`src/rtl/irq_prio_ctrl.sv`:
```
module irq_prio_ctrl #(
  parameter int NLEV       = 15,
  parameter int LW         = 4,
  parameter int DW         = 16,
  parameter int LVL_UART_A = 4,
  parameter int LVL_UART_B = 5,
  parameter int LVL_GPT    = 12,
  parameter int LVL_RTC    = 13
) (
  input  logic          clk,
  input  logic          rst_n,
  input  logic [1:0]    bus_sel,
  input  logic          bus_we,
  input  logic [DW-1:0] bus_wdata,
  output logic [DW-1:0] bus_rdata,
  input  logic          ev_uart_a,
  input  logic          ev_uart_b,
  input  logic          ev_gpt,
  input  logic          ev_rtc,
  input  logic          irq_ack,
  input  logic [LW-1:0] ack_level,
  output logic [LW-1:0] irq_level
);

  localparam logic [1:0]    SEL_PEND = 2'd0;
  localparam logic [1:0]    SEL_MASK = 2'd1;
  localparam logic [1:0]    SEL_CLR  = 2'd2;
  localparam logic [1:0]    SEL_FRC  = 2'd3;
  localparam logic [DW-1:0] VALID    = DW'((2 ** (NLEV + 1)) - 2);

  logic [DW-1:0] pend_q, mask_q, frc_q;
  logic [DW-1:0] hw_set, ack_clr, clr_bits, act;
  logic          wr_pend, wr_mask, wr_clr, wr_frc;

  assign wr_pend  = bus_we && (bus_sel == SEL_PEND);
  assign wr_mask  = bus_we && (bus_sel == SEL_MASK);
  assign wr_clr   = bus_we && (bus_sel == SEL_CLR);
  assign wr_frc   = bus_we && (bus_sel == SEL_FRC);
  assign clr_bits = wr_clr ? bus_wdata : '0;

  always_comb begin
    hw_set = '0;
    if (ev_uart_a) hw_set[LVL_UART_A] = 1'b1;
    if (ev_uart_b) hw_set[LVL_UART_B] = 1'b1;
    if (ev_gpt)    hw_set[LVL_GPT]    = 1'b1;
    if (ev_rtc)    hw_set[LVL_RTC]    = 1'b1;
  end

  always_comb begin
    ack_clr = '0;
    if (irq_ack) ack_clr[ack_level] = 1'b1;
  end

  always_ff @(posedge clk) begin
    if (!rst_n) begin
      pend_q <= '0;
      mask_q <= '0;
      frc_q  <= '0;
    end else begin
      pend_q <= ((pend_q & ~(clr_bits | ack_clr)) | hw_set) & VALID;
      if (wr_mask) mask_q <= bus_wdata & VALID;
      if (wr_frc)  frc_q  <= bus_wdata & VALID;
    end
  end

  assign act = (pend_q | frc_q) & mask_q;

  always_comb begin
    irq_level = '0;
    for (int i = 1; i <= NLEV; i++)
      if (act[i]) irq_level = LW'(i);
  end

  always_comb begin
    case (bus_sel)
      SEL_PEND: bus_rdata = pend_q;
      SEL_MASK: bus_rdata = mask_q;
      SEL_FRC:  bus_rdata = frc_q;
      default:  bus_rdata = '0;
    endcase
  end

  AST_LVL_ENABLED: assert property (@(posedge clk) disable iff (!rst_n)
    (irq_level != '0) |-> act[irq_level]);
  AST_NONE_ABOVE: assert property (@(posedge clk) disable iff (!rst_n)
    ((act >> irq_level) >> 1) == '0);
  AST_IDLE_ZERO: assert property (@(posedge clk) disable iff (!rst_n)
    (act == '0) |-> (irq_level == '0));
  AST_ACK_DROPS: assert property (@(posedge clk) disable iff (!rst_n)
    (irq_ack && !hw_set[ack_level]) |=> !pend_q[$past(ack_level)]);
  AST_FORCE_HOLD: assert property (@(posedge clk) disable iff (!rst_n)
    (irq_ack && !wr_frc) |=> $stable(frc_q));
  AST_EVENT_WINS: assert property (@(posedge clk) disable iff (!rst_n)
    (hw_set != '0) |=> ((pend_q & $past(hw_set)) == $past(hw_set)));
  AST_PEND_RO: assert property (@(posedge clk) disable iff (!rst_n)
    (wr_pend && hw_set == '0 && !irq_ack) |=> $stable(pend_q));
  AST_BIT0_CLEAR: assert property (@(posedge clk) disable iff (!rst_n)
    !pend_q[0] && !mask_q[0] && !frc_q[0]);

endmodule

```
`config.mk`:
```
export PLATFORM = sky130hd
export DESIGN_NAME = irq_prio_ctrl
export DESIGN_NICKNAME = d
export VERILOG_FILES = /design/src/rtl/irq_prio_ctrl.sv
export SDC_FILE = /design/constraint.sdc
export NUM_CORES = 1
export LEC_CHECK = 0
export ABC_AREA = 1
export BUFFER_PORTS_ARGS = -buffer_cell sky130_fd_sc_hd__buf_4
export CAP_MARGIN = 20
export CORE_UTILIZATION = 50
export DETAILED_ROUTE_END_ITERATION = 6
export PLACE_DENSITY = 0.79
export SLEW_MARGIN = 25
export SYNTH_ARGS = -nofsm -noshare
export SYNTH_HDL_FRONTEND = slang
export SYNTH_SLANG_ARGS = --single-unit
```
`constraint.sdc`:
```
create_clock -name clk -period 1.4 [get_ports clk]
set_input_delay 0.28 -clock clk [delete_from_list [all_inputs] [get_ports clk]]
set_output_delay 0.28 -clock clk [all_outputs]
set_load 0.01 [all_outputs]
```
==> impl_results.md <==
- Run status: complete, but fails checks
- Violations in the final reports: setup timing
- Most area-consuming cells after synthesis: sky130_fd_sc_hd__dfxtp_1, sky130_fd_sc_hd__a21oi_1, sky130_fd_sc_hd__inv_1, sky130_fd_sc_hd__nand2_1, sky130_fd_sc_hd__o21ai_0
- Crit path top cell by count: sky130_fd_sc_hd__nand2_1
- Final period util: 138%
- Buffer levels on the longest clock path: 2
- Most frequent cell after synthesis: sky130_fd_sc_hd__inv_1
- Quantity of I/O buffers inserted on ports: between 40 and 50
- Number of design rule violations left after detail routing: 0
- Number of global-route vias before repair: around 2,200
- Boundary pin count: 50
- Sequential cell area fraction in the yosys report: between 40% and 50%
- Diodes inserted: 0
- Number of setup violations in the final report: 4
- Post-detailed-routing wire length: 6570 um
- Maximum number of pins on one net before global-route repair: 31
- EDFF count, synth: 0
- Std-Cell Core Area: 4090 sq um
- Vias per cell: approximately 5.5
- Tmin final: 1.93 ns
- Detailed router's first-iteration violation count: ~200
- Non-Filler Cell Area, Final: 3210 sq um
- Share of layout cells above drive strength 1: 41.5%
- List of most frequent post-synthesis cells: sky130_fd_sc_hd__inv_1, sky130_fd_sc_hd__a21oi_1, sky130_fd_sc_hd__dfxtp_1, sky130_fd_sc_hd__nand2_1, sky130_fd_sc_hd__o21ai_0
- CTS buffer count: 5
- Distinct cells, synth: 26
- Top-area cell type share of the netlist area: 41.4%
- Area added between synthesis and finish: 47.4%
- Multiplexer share of the synthesized area: 0%
- Syn nets: approximately 340
- Pins Over Slew Limit: 0
- Setup slack after layout: -0.529 ns
- Max Fclk: 518 MHz
- Largest delay contributor family on the critical path: simple AND/OR/NAND/NOR gates
- Effective utilization at floorplan: 53.2%
- P_leak: 1.32 nW
- Detailed-placement wirelength estimate: 4320 um
- PwrDens: 954 nW/um^2
- Cell row count: 23
- Critical path's slowest cell: sky130_fd_sc_hd__dfxtp_2
- Ys async rst share: 0%
- Overall die width: 68.0 um
- Cell type with the highest aggregate area in the netlist: sky130_fd_sc_hd__dfxtp_1
- Number of cells traversed by the worst hold path: 2
- Critical path depth: 15
- Root buffer cell: sky130_fd_sc_hd__clkbuf_8
- First-pass GRT wire length: 9850 um
- Flops & latches, synth: 45
- RSZ-0062 raised after global routing: yes
- Post-place setup slack: -0.149 ns
- H-tree depth: 2
- Synthesized netlist cell count: just over 300
- Final GP Congestion: roughly 0.81
- Final net count: 410
- Area of the die: approximately 4600 sq um
- Critical path, cell by cell: o21ai_2 -> nand2_1 -> nand2_1 -> nand2_1 -> nand2_1 -> nand2_2 -> nand2_1 -> nand2_1 -> nand2_1 -> nand2_1 -> nand2_1 -> nand2_1 -> nand2_1 -> nand2_1 -> buf_4
- Utilization after layout: 78.4%
- Post-synthesis share of cell area spent on and, or, nand and nor gates: 13.3%
- Wire per inst: 15.2 um
- CP Data Required Time: 1.12 ns
- Clock tree from TritonCTS: built
- Worst hold path type: input pin to flop
- Max-cap violations: 0
- Number of antenna-violating nets in the routed design: 0
- Total global routing overflow: 0
- Total power consumption of the routed design: 3.06 mW
- Primary flip-flop cell chosen by synthesis mapping: sky130_fd_sc_hd__dfxtp_1
- Setup skew after layout: 0 ns
- WP buf/inv: 1
- Xor and xnor area share after synthesis: 0%
- Count of cells along the worst register-to-register path: 3
- Die height: 68.0 um
- Vias after detailed routing: 2,389
- Synth Area in Compound Gates: approximately a third
- Cell count after placement: 420
- Clock-pin slew on the worst setup and hold paths: about 0.09 ns
- Filler-free cell count of the finished design: 431
- Later-pin clock latency in the skew report: 0.31 ns
- DP Area: 2820 sq um
- Syn Area/Cell: 7.13 sq um
- Hold violation count in the final report: 0
- Kind of start point of the critical path: flop
- Arrival @ worst endpoint: 1.65 ns
- Critical path class: flop to output pin
- Number of hold buffers added after CTS: 0
- Clk sink count: 45
- Global-route usage over all layers: 29.1%
- TNS Setup: -1.39 ns
- Maximum ir drop on the vdd rail: 0.719 mV
- Slowest Stage Delay on Critical Path: 0.34 ns
- Element type at the critical path end: output pin
- Post-synthesis instance area: 2170 sq um
- Main combinational cell family by area after synthesis: compound AO/OA/AOI/OAI gates
- Adder and majority cell fraction of the synthesized area: 0%
- WHS: 0.147 ns
- Number of iterations in the first detailed-routing pass: 5
- Warnings from Yosys: 0
- Number of antenna violations at the first check in global routing: 0
- Crit-path max FO: 2
==> cells in the final DEF (no fill, tap or decap), drive strengths merged, types with 5 or more instances in the layout <==
cell type / netlist / layout
clkbuf: 10 / 5
a21oi: 46 / 46
nor2: 14 / 14
buf: 5 / 83
o221ai: 15 / 15
o21ai: 37 / 37
dfxtp: 45 / 45
inv: 57 / 57
nand3: 6 / 6
o211ai: 5 / 5
nand2: 45 / 45
nor3: 5 / 5
==> area by class of cell <==
class,count,area (sq um)
multi-input cells,188,1160
flip-flops and latches,45,925
fillers,286,881
repair buffers,83,707
inverters,57,214
clock buffers,5,68.8
clock inverters,3,65.1
well taps,50,62.6
==> path summary, 6_finish.rpt <==
check | start | endpoint | slack, ns
hold reg to reg | frc_q[15] | frc_q[15] | 0.48
setup reg to reg | pend_q[7] | pend_q[7] | 0.37
hold / removal | bus_wdata[9] | pend_q[9] | 0.15
setup / recovery | pend_q[3] | irq_level[0] | -0.53
==> where the power goes <==
part | internal [mW] | switching (mW) | total [mW]
logic | 0.239 | 0.284 | 0.522
clock network | 0.709 | 0.459 | 1.17
registers | 1.34 | 0.0299 | 1.37
==> per-layer routing <==
layer	share of wire (%)	global-route usage [%]	up-vias	wire [um]
met5	0	0	-	0
met4	1.8	8.07	0	121
met1	41	35.6	1120	2690
li1	-	-	1177	-
met3	5.8	6.00	15	378
met2	52	51.1	77	3380
==> flip-flops by register name (all words and copies together) (netlist names) <==
register  cells
frc_q        15
mask_q       15
pend_q       15
==> cells by family (layout without fill, tap and decap cells) <==
logic type      after synthesis  count (layout)
buf+inv                      72             148
other cells                   1               1
compound gates              115             115
simple gates                 72              72
flops                        45              45
==> what timing repair did <==
action	4_1_cts	5_1_grt
setup endpoints to repair	15	18
pin swaps	9	13
gates resized for setup	29	47
buffers inserted	1	4
Note: power is estimated with default switching activity, not from simulation.
